`src/rtl/sbox_pkg.sv`:
```
package sbox_pkg;

  localparam int SB_W       = 8;
  localparam int SB_VALUES  = 1 << SB_W;
  localparam int SB_MAT_W   = SB_W * SB_W;
  // x^(2^W-2): MSB-first square-and-multiply starting from acc = x
  localparam int SB_NUM_OPS = 2 * SB_W - 3;
  localparam int SB_OP_W    = $clog2(SB_NUM_OPS);
  localparam int SB_CNT_W   = $clog2(SB_W);

  typedef logic [SB_W-1:0] sbByte_t;

  typedef struct packed {
    logic    loadCfg;
    logic    loadX;
    sbByte_t xVal;
    logic    mulStart;
    logic    mulSquare;
  } dpCmd_t;

  // multiply by t, reduce with the implied t^W term
  function automatic sbByte_t sbXtime(sbByte_t v, sbByte_t poly);
    sbByte_t res;
    res = {v[SB_W-2:0], 1'b0};
    if (v[SB_W-1]) res = res ^ poly;
    return res;
  endfunction

  // full-rank test by elimination over GF(2)
  function automatic logic sbRankFull(logic [SB_MAT_W-1:0] m);
    logic [SB_W-1:0][SB_W-1:0] rows;
    logic [SB_W-1:0] used;
    logic found;
    logic full;
    int   piv;
    rows = m;
    used = '0;
    full = 1'b1;
    for (int c = 0; c < SB_W; c++) begin
      found = 1'b0;
      piv   = 0;
      for (int r = 0; r < SB_W; r++) begin
        if (!found && !used[r] && rows[r][c]) begin
          found = 1'b1;
          piv   = r;
        end
      end
      if (!found) begin
        full = 1'b0;
      end else begin
        used[piv] = 1'b1;
        for (int r = 0; r < SB_W; r++) begin
          if (r != piv && rows[r][c]) rows[r] = rows[r] ^ rows[piv];
        end
      end
    end
    return full;
  endfunction

endpackage

```
`src/rtl/sbox_datapath.sv`:
```
module sbox_datapath
  import sbox_pkg::*;
#(
  parameter sbByte_t               DEF_POLY   = 8'h1B,
  parameter logic [SB_MAT_W-1:0]   DEF_MATRIX = 64'hF87C3E1F8FC7E3F1,
  parameter sbByte_t               DEF_CONST  = 8'h63
) (
  input  logic                clk,
  input  logic                rstN,
  input  dpCmd_t              cmd,
  input  sbByte_t             cfgPoly,
  input  logic [SB_MAT_W-1:0] cfgMatrix,
  input  sbByte_t             cfgConst,
  output logic                mulDone,
  output sbByte_t             sOut,
  output logic                rankFull
);

  sbByte_t             polyR;
  logic [SB_MAT_W-1:0] matR;
  sbByte_t             constR;
  sbByte_t             xR;
  sbByte_t             accR;
  sbByte_t             opA;
  sbByte_t             opB;
  sbByte_t             part;
  sbByte_t             partNext;
  logic [SB_CNT_W-1:0] cnt;
  logic                busy;
  logic                doneR;
  logic                rankR;
  sbByte_t             prodRaw;

  // one multiplier bit per cycle, most significant bit of opB first
  assign partNext = sbXtime(part, polyR) ^ (opB[cnt] ? opA : '0);

  always_ff @(posedge clk or negedge rstN) begin
    if (!rstN) begin
      polyR  <= DEF_POLY;
      matR   <= DEF_MATRIX;
      constR <= DEF_CONST;
      rankR  <= sbRankFull(DEF_MATRIX);
      xR     <= '0;
      accR   <= '0;
      opA    <= '0;
      opB    <= '0;
      part   <= '0;
      cnt    <= '0;
      busy   <= 1'b0;
      doneR  <= 1'b0;
    end else begin
      doneR <= 1'b0;
      if (cmd.loadCfg) begin
        polyR  <= cfgPoly;
        matR   <= cfgMatrix;
        constR <= cfgConst;
        rankR  <= sbRankFull(cfgMatrix);
      end
      if (cmd.loadX) begin
        xR   <= cmd.xVal;
        accR <= cmd.xVal;
      end
      if (cmd.mulStart) begin
        opA  <= accR;
        opB  <= cmd.mulSquare ? accR : xR;
        part <= '0;
        cnt  <= SB_CNT_W'(SB_W - 1);
        busy <= 1'b1;
      end else if (busy) begin
        part <= partNext;
        cnt  <= cnt - 1'b1;
        if (cnt == '0) begin
          accR  <= partNext;
          busy  <= 1'b0;
          doneR <= 1'b1;
        end
      end
    end
  end

  // affine step: one parity tree per output bit
  for (genvar r = 0; r < SB_W; r++) begin : gAffineRow
    assign prodRaw[r] = ^(matR[r*SB_W +: SB_W] & accR);
  end

  assign sOut     = prodRaw ^ constR;
  assign mulDone  = doneR;
  assign rankFull = rankR;

endmodule

```
`src/rtl/sbox_ctrl.sv`:
```
module sbox_ctrl
  import sbox_pkg::*;
(
  input  logic    clk,
  input  logic    rstN,
  input  logic    cfgLoad,
  input  logic    reqValid,
  input  sbByte_t reqByte,
  input  logic    mulDone,
  input  sbByte_t sOut,
  input  logic    rankFull,
  output dpCmd_t  cmd,
  output logic    cfgBusy,
  output logic    cfgOk,
  output logic    ack,
  output sbByte_t ackByte
);

  typedef enum logic [1:0] {ST_IDLE, ST_START, ST_WAIT, ST_FINISH} ctrlState_t;

  localparam logic [SB_OP_W-1:0] LAST_OP = SB_OP_W'(SB_NUM_OPS - 1);

  ctrlState_t         state, stateN;
  logic [SB_OP_W-1:0] opIdx, opN;
  sbByte_t            sweepIdx, idxN;
  logic               sweeping, sweepN;
  logic               bad, badN;
  logic               okR, okN;
  logic               ackR, ackN;
  sbByte_t            byteR, byteN;
  logic               hit;

  assign hit = (sOut == sweepIdx) || (sOut == ~sweepIdx);

  always_comb begin
    cmd    = '0;
    stateN = state;
    opN    = opIdx;
    idxN   = sweepIdx;
    sweepN = sweeping;
    badN   = bad;
    okN    = okR;
    ackN   = 1'b0;
    byteN  = byteR;
    case (state)
      ST_IDLE: begin
        if (cfgLoad) begin
          cmd.loadCfg = 1'b1;
          cmd.loadX   = 1'b1;
          cmd.xVal    = '0;
          idxN        = '0;
          sweepN      = 1'b1;
          badN        = 1'b0;
          okN         = 1'b0;
          stateN      = ST_START;
        end else if (reqValid && !ackR) begin
          cmd.loadX = 1'b1;
          cmd.xVal  = reqByte;
          stateN    = ST_START;
        end
      end
      ST_START: begin
        cmd.mulStart  = 1'b1;
        cmd.mulSquare = 1'b1;
        opN           = '0;
        stateN        = ST_WAIT;
      end
      ST_WAIT: begin
        if (mulDone) begin
          if (opIdx == LAST_OP) begin
            stateN = ST_FINISH;
          end else begin
            cmd.mulStart  = 1'b1;
            cmd.mulSquare = opIdx[0];
            opN           = opIdx + 1'b1;
          end
        end
      end
      ST_FINISH: begin
        if (sweeping) begin
          badN = bad | hit;
          if (sweepIdx == '1) begin
            sweepN = 1'b0;
            okN    = rankFull && !(bad || hit);
            stateN = ST_IDLE;
          end else begin
            idxN      = sweepIdx + 1'b1;
            cmd.loadX = 1'b1;
            cmd.xVal  = sweepIdx + 1'b1;
            stateN    = ST_START;
          end
        end else begin
          ackN   = 1'b1;
          byteN  = sOut;
          stateN = ST_IDLE;
        end
      end
      default: stateN = ST_IDLE;
    endcase
  end

  always_ff @(posedge clk or negedge rstN) begin
    if (!rstN) begin
      state    <= ST_IDLE;
      opIdx    <= '0;
      sweepIdx <= '0;
      sweeping <= 1'b0;
      bad      <= 1'b0;
      okR      <= 1'b0;
      ackR     <= 1'b0;
      byteR    <= '0;
    end else begin
      state    <= stateN;
      opIdx    <= opN;
      sweepIdx <= idxN;
      sweeping <= sweepN;
      bad      <= badN;
      okR      <= okN;
      ackR     <= ackN;
      byteR    <= byteN;
    end
  end

  assign cfgBusy = sweeping;
  assign cfgOk   = okR;
  assign ack     = ackR;
  assign ackByte = byteR;

endmodule

```
`src/rtl/sbox_engine.sv`:
```
module sbox_engine
  import sbox_pkg::*;
#(
  parameter logic [SB_W-1:0]     DEF_POLY   = 8'h1B,
  parameter logic [SB_MAT_W-1:0] DEF_MATRIX = 64'hF87C3E1F8FC7E3F1,
  parameter logic [SB_W-1:0]     DEF_CONST  = 8'h63
) (
  input  logic                clk,
  input  logic                rstN,
  input  logic                cfgLoad,
  input  logic [SB_W-1:0]     cfgPoly,
  input  logic [SB_MAT_W-1:0] cfgMatrix,
  input  logic [SB_W-1:0]     cfgConst,
  output logic                cfgBusy,
  output logic                cfgOk,
  input  logic                reqValid,
  input  logic [SB_W-1:0]     reqByte,
  output logic                ack,
  output logic [SB_W-1:0]     ackByte
);

  dpCmd_t  cmd;
  logic    mulDone;
  logic    rankFull;
  sbByte_t sOut;

  sbox_ctrl uCtrl (
    .clk      (clk),
    .rstN     (rstN),
    .cfgLoad  (cfgLoad),
    .reqValid (reqValid),
    .reqByte  (reqByte),
    .mulDone  (mulDone),
    .sOut     (sOut),
    .rankFull (rankFull),
    .cmd      (cmd),
    .cfgBusy  (cfgBusy),
    .cfgOk    (cfgOk),
    .ack      (ack),
    .ackByte  (ackByte)
  );

  sbox_datapath #(
    .DEF_POLY   (DEF_POLY),
    .DEF_MATRIX (DEF_MATRIX),
    .DEF_CONST  (DEF_CONST)
  ) uDp (
    .clk       (clk),
    .rstN      (rstN),
    .cmd       (cmd),
    .cfgPoly   (cfgPoly),
    .cfgMatrix (cfgMatrix),
    .cfgConst  (cfgConst),
    .mulDone   (mulDone),
    .sOut      (sOut),
    .rankFull  (rankFull)
  );

endmodule

```
`config.mk`:
```
export PLATFORM = sky130hd
export DESIGN_NAME = sbox_engine
export DESIGN_NICKNAME = d
export VERILOG_FILES = /design/src/rtl/sbox_pkg.sv /design/src/rtl/sbox_datapath.sv /design/src/rtl/sbox_ctrl.sv /design/src/rtl/sbox_engine.sv
export SDC_FILE = /design/constraint.sdc
export NUM_CORES = 1
export LEC_CHECK = 0
export CORE_MARGIN = 10
export CORE_UTILIZATION = 25
export CTS_CLUSTER_DIAMETER = 60
export DETAILED_ROUTE_END_ITERATION = 12
export GPL_TIMING_DRIVEN = 0
export HOLD_SLACK_MARGIN = 0.02
export PLACE_DENSITY_LB_ADDON = 0.08
export SYNTH_ARGS = -nofsm -noshare
export SYNTH_HDL_FRONTEND = slang
export SYNTH_SLANG_ARGS = --single-unit
```
`constraint.sdc`:
```
create_clock -name clk -period 2.1 [get_ports clk]
set_input_delay 0.42 -clock clk [delete_from_list [all_inputs] [get_ports clk]]
set_output_delay 0.42 -clock clk [all_outputs]
set_load 0.005 [all_outputs]
```
# Yosys cells after proc, flatten, opt, wreduce, memory -nomap -nowiden
# Cells that the tools add are included.
# classes
reduce_logical,320
muxes,611
n_lt_le_gt_ge,15
bitwise,76
addsub,3
n_eq_ne,64
# op_table
operator,n
$mux 8,292
$bmux 8 s3,56
$mux 64,14
$ne 4x32->1 const A,28
$xor 8x8->8,59
$ne 3x32->1 const A,14
$mux 32,13
$ge 32x1->1 const B,7
$lt 32x5->1 const B,7
$ne 2x32->1 const A,7
$reduce_bool 32->1,7
$logic_and 1x1->1,177
$mux 1,169
$logic_not 1->1,114
$mux 3,26
$and 8x8->8,8
$reduce_xor 8->1,8
$or 8x8->8,6
$mux 2,19
$mux 9,4
$demux 1 s3,7
$pmux 9 s2,1
$eq 8x8->1,2
$pmux 8 s2,1
27 further kinds,43
# totals
elab_cells,1109
register_bits,152
output_inout_bits,11

# Logic depth before layout (Yosys ltp)
# depth
word_depth,690
ltp_mapped,58
depth_no_buf,44

# By module
# A second synthesis with hierarchy kept.
# unflattened
hier_cells,2274
hier_area_um2,17937.2
# by_module_without_submodules
module,cells_each,n_inst,seq_area_each_um2,area_per_inst_um2
sbox_datapath,2071,1,3214.3,16231.8
sbox_ctrl,203,1,650.6,1705.4

# Worst setup path before layout
# Ideal clock, no wire load.
# synth_path
path_kind,input to register
start,input cfgMatrix[0]
end,"register uDp.rankR, in the netlist uDp.rankFull"
setup_slack_ns,-10.901
path_buffers,7
required_ns,2.010
arrival_time_ns,12.911
path_stages,51
cell_sequence,buf_6 > or4_4 > or3_4 > buf_6 > a31oi_4 > a211o_2 > mux2_4 > o2111a_2 > a31oi_4 > nand3_2 > o31a_1 > buf_6 > nor4b_4 > or2_4 > o221ai_2 > o21ai_2 > mux2_2 > nor3_1 > [15 not listed] > buf_2 > o21ai_1 > nor2_1 > and4_1 > nor2_1 > a31o_2 > o21ai_2 > or4b_4 > a221oi_2 > o21ai_1 > buf_2 > o311a_1 > a21oi_2 > a31oi_1 > or3_1 > a31oi_1 > mux2i_1 > o211ai_1
# synth_rtl
item,line,rtl
from (decl),sbox_engine.sv:12,"input logic [SB_MAT_W-1:0] cfgMatrix,"
to (signal assigned),sbox_datapath.sv:42,rankR <= sbRankFull(DEF_MATRIX);
to (signal assigned),sbox_datapath.sv:57,rankR <= sbRankFull(cfgMatrix);
to (decl),sbox_datapath.sv:31,logic rankR;

==> results.txt <==
For this run, global-route usage on met1 was measured as 26.9%. The floorplan core area is 71,200 um^2, and the relative area change from synthesis to final layout is 41.0%. The logs give 0 for the remaining antenna violation count and 19,500 for the number of global-route vias before repair. The largest single stage delay on the critical path is 580 ps. The smallest clock period supported by the final layout is computed as 13,030 ps.

Worst-case headroom to the max-slew limit: 16.3%. The cell count after synthesis is 2,339. Setup violations remaining at the end of the flow were counted as 3. The tools report the initial core utilization as 25.1%. The root buffer selected by CTS is sky130_fd_sc_hd__clkbuf_16. The critical path is of the primary input to register type.

In the layout the commonest cells are sky130_fd_sc_hd__nand2_1, sky130_fd_sc_hd__buf_4, sky130_fd_sc_hd__nor2_1. The run gives 2 as the largest buffer count on any clock path. The flow ran to the end, but the final reports show violations. The post-layout net count was 2,765; the number of flops mapped to enable cells by yosys was 0. The largest net degree at the start of global routing is 89.

The total die area was 82,700 um^2; the wire length per cell was 24.1 um. XOR/XNOR share of the synthesized area: 14.5%. The logs give 129,000 um for the global-route wire length before repair and 17 for the CTS buffer count. The worst hold path belongs to the class primary input to register.

Count of input and output buffers: 94. After synthesis, the largest family of logic cells by area is simple AND/OR/NAND/NOR gates. Global routing used 20.5% of the available tracks across all layers.

Register bank with the most flops: uDp.matR. Average vias per placed instance: 5.43. For this run, the detailed router's first-pass iteration total came to 5. The logs give 0 for the number of hold-slack violations in the final timing report and 103 for the number of I/O pins. Of the available clock period, the critical path in the final layout requires 621%. Yosys printed 0 warnings. Worst-path cell with the longest stage delay: sky130_fd_sc_hd__or4_4.

At the later pin of the worst-skew pair, clock insertion delay measures 450 ps. The worst setup path is captured at a register. For the share of synthesized area occupied by flip-flops and latches, the log shows 21.6%.

In the routed design, unresolved DRC markers number 0. Of the total synthesized cell area, the portion taken by AND, OR, NAND and NOR gates is 28.3%. The most common cell after layout, fill and taps aside is sky130_fd_sc_hd__nand2_1. The worst setup path is launched from a primary input.

Prior to clock tree synthesis, the placed netlist has a worst setup slack of -14,570 ps. The setup slack after layout is -10,930 ps, and the number of standard-cell rows in the floorplan is 98. Synthesis instantiated 111 different standard cells from the library. The number of sinks handled by clock tree synthesis is 152. The biggest area contributor in the post-synthesis netlist is sky130_fd_sc_hd__dfrtp_1. The startpoint identified for the worst register-to-register timing path is uCtrl.state[1]. Of the post-synthesis cell area, the part taken by muxes is 8.13%.

Summed over all layers, the global routing overflow is 0. In the post-synthesis netlist, the biggest area contributors are sky130_fd_sc_hd__dfrtp_1, sky130_fd_sc_hd__xnor2_1, sky130_fd_sc_hd__nand2_1. Counting both buffers and inverters, the worst setup path holds a total of 11. Overall die height: 288 um.

On the critical path the largest part of the delay comes from compound AO/OA/AOI/OAI gates. Along the worst path, the maximum fanout reaches 10. Data arrives at the worst endpoint at 13,380 ps. The number of cells on the critical path was 52; the count of vias placed by the detailed router was 19,700. The checks that failed: negative setup slack. Among the stages of the critical path, the cell type that occurs most often is sky130_fd_sc_hd__buf_6. The synthesized netlist devotes 23.7% of its cell area to compound gates. Global routing consumed, on the met2 layer, 35.3% of the routing resources. Synthesized cell area: 17,900 um^2. The critical path ends at uDp.rankFull.

Counting cells, the worst reg-to-reg path comes to 9. The share of synthesized cell area in full adder, half adder and majority cells is 0.629%, and the proportion of register bits with asynchronous set or reset after synthesis is 100%. Among all flip-flop cells after synthesis, the most frequent one is sky130_fd_sc_hd__dfrtp_1. In this run the critical register-to-register path is captured at uDp.rankFull.

The die span in x is 288 um. The global routing usage on met3 was 2.22%. Synthesis produced a netlist with a net count of 2,440.

The routability-driven placement congestion ratio is 0.966, and the initial detailed-routing violation count is 1,510. The slew at the pin with the worst max-slew slack is 1250 ps. For the number of antenna violations at the first check in global routing, the log shows 3. Setup repair after global routing could not meet its margin everywhere. The run gives 0 as the count of max-cap constraint violations.

The H-tree was split into 4 levels. Of the post-synthesis cell area, the dominant cell type holds 14.4%. Of the cells placed in the final design, the portion with a size suffix greater than 1 is 32.5%.

The flip-flop count of the largest register after layout works out to 64. The final layout contains routed wiring with a total length of 87,500 um. Count of pins over their slew limit: 0. Final clock skew: 17.9 ps. The critical path startpoint is cfgMatrix[0].

The synthesis-stage register bit count came out at 152. For flop-to-flop paths, the worst setup slack is -720 ps. The run gives 69,300 um as the HPWL after detailed placement. met2 is the most crowded layer. At the worst endpoint, the required time is 2450 ps. TritonCTS built the clock tree. A synthesized cell averages 7.65 um^2. The highest clock rate is 76.7 MHz, and the CTS clock-pin slew for the worst setup and hold paths is 60 ps.
-- metrics by stage --
stage / hold slack [ps] / area [um^2] / instances / TNS (ps) / utilization [%]
global route: 408 / 25200 / 3628 / -12450 / 35.4
floorplan: 124 / 18200 / 2339 / -10050 / -
detailed placement: 409 / 20400 / 3385 / -78730 / 28.6
global placement: 470 / 20300 / 3383 / -906920 / 28.6
finish: 416 / 25200 / 3629 / -11730 / 35.4
CTS: 399 / 24100 / 3575 / -11690 / 33.8
-- Yosys cell counts, types with 12 or more instances --
library cell	n
sky130_fd_sc_hd__nand2_1	361
sky130_fd_sc_hd__nor2_1	228
sky130_fd_sc_hd__xnor2_1	182
sky130_fd_sc_hd__o21ai_0	119
sky130_fd_sc_hd__xor2_1	110
sky130_fd_sc_hd__dfrtp_1	103
sky130_fd_sc_hd__nand3_1	92
sky130_fd_sc_hd__mux2_2	88
sky130_fd_sc_hd__a21oi_1	79
sky130_fd_sc_hd__nor3_1	75
sky130_fd_sc_hd__clkbuf_1	60
sky130_fd_sc_hd__dfstp_2	49
sky130_fd_sc_hd__inv_1	39
sky130_fd_sc_hd__and2_1	36
sky130_fd_sc_hd__mux2i_1	36
sky130_fd_sc_hd__a211oi_1	35
sky130_fd_sc_hd__and3_1	35
sky130_fd_sc_hd__nand2b_1	28
sky130_fd_sc_hd__a31oi_1	27
sky130_fd_sc_hd__o211ai_1	27
sky130_fd_sc_hd__a21o_1	24
sky130_fd_sc_hd__or3_1	23
sky130_fd_sc_hd__nand4_1	21
sky130_fd_sc_hd__buf_2	20
sky130_fd_sc_hd__nor2b_1	20
sky130_fd_sc_hd__o22ai_1	20
sky130_fd_sc_hd__o21a_1	19
sky130_fd_sc_hd__o31ai_1	18
sky130_fd_sc_hd__or2_2	18
sky130_fd_sc_hd__nor4_1	17
sky130_fd_sc_hd__o21ai_1	16
sky130_fd_sc_hd__a221oi_1	13
sky130_fd_sc_hd__o221ai_1	13
sky130_fd_sc_hd__o2111ai_1	12
-- cells by family (layout without fill, tap and decap cells) --
| logic type | after synthesis | after routing |
|---|---|---|
| AOI/OAI and AO/OA | 585 | 585 |
| xor gates and xnor gates | 294 | 294 |
| adders and majority gates | 9 | 9 |
| buffers and inverters | 131 | 469 |
| DFF | 152 | 152 |
| muxes | 130 | 130 |
| other | 0 | 2 |
| and+or+nand+nor | 1038 | 1038 |
-- routing by layer --
layer | routed length [um] | share of wire, %
met5 | 13 | 0.015
met4 | 2250 | 2.6
met3 | 4100 | 4.7
met2 | 42400 | 49
met1 | 38700 | 44
-- final cells by class --
type	instances	area [um^2]
Inverter	40	150
Fill cell	7470	46000
Antenna cell	2	5.00
Tap cell	950	1190
Clock inverter	11	134
Sequential cell	152	3880
Multi-Input combinational cell	2056	16000
Buffer	81	633
Timing Repair Buffer	316	2750
Clock buffer	21	480
-- worst min-delay path by stage --
stage / start / to / slack (ps) / cells past startpoint
after CTS: cfgMatrix[40] / uDp.matR[40] / 400 / 2
after detailed placement: rstN / uDp.matR[38] / 410 / 1
after global placement: uDp.opA[4] / uDp.opA[4] / 470 / 2
after floorplan: rstN / uCtrl.ack / 120 / 0
after global routing: cfgMatrix[40] / uDp.matR[40] / 410 / 2
final: cfgMatrix[40] / uDp.matR[40] / 420 / 2
-- repair_timing --
| item | 4_1_cts | 5_1_grt |
|---|---|---|
| cloned | 2 | 2 |
| endpoints found under the hold margin | 24 | 0 |
| gates resized for setup | 377 | 157 |
| setup endpoints to repair | 144 | 71 |
| buffers inserted | 163 | 54 |
| pin swaps | 121 | 76 |
| hold buffers | 1 | 0 |
Power is left out: the tool's default activity adds up to more than one toggle a clock period on the data nets, which glitch-free logic cannot reach.
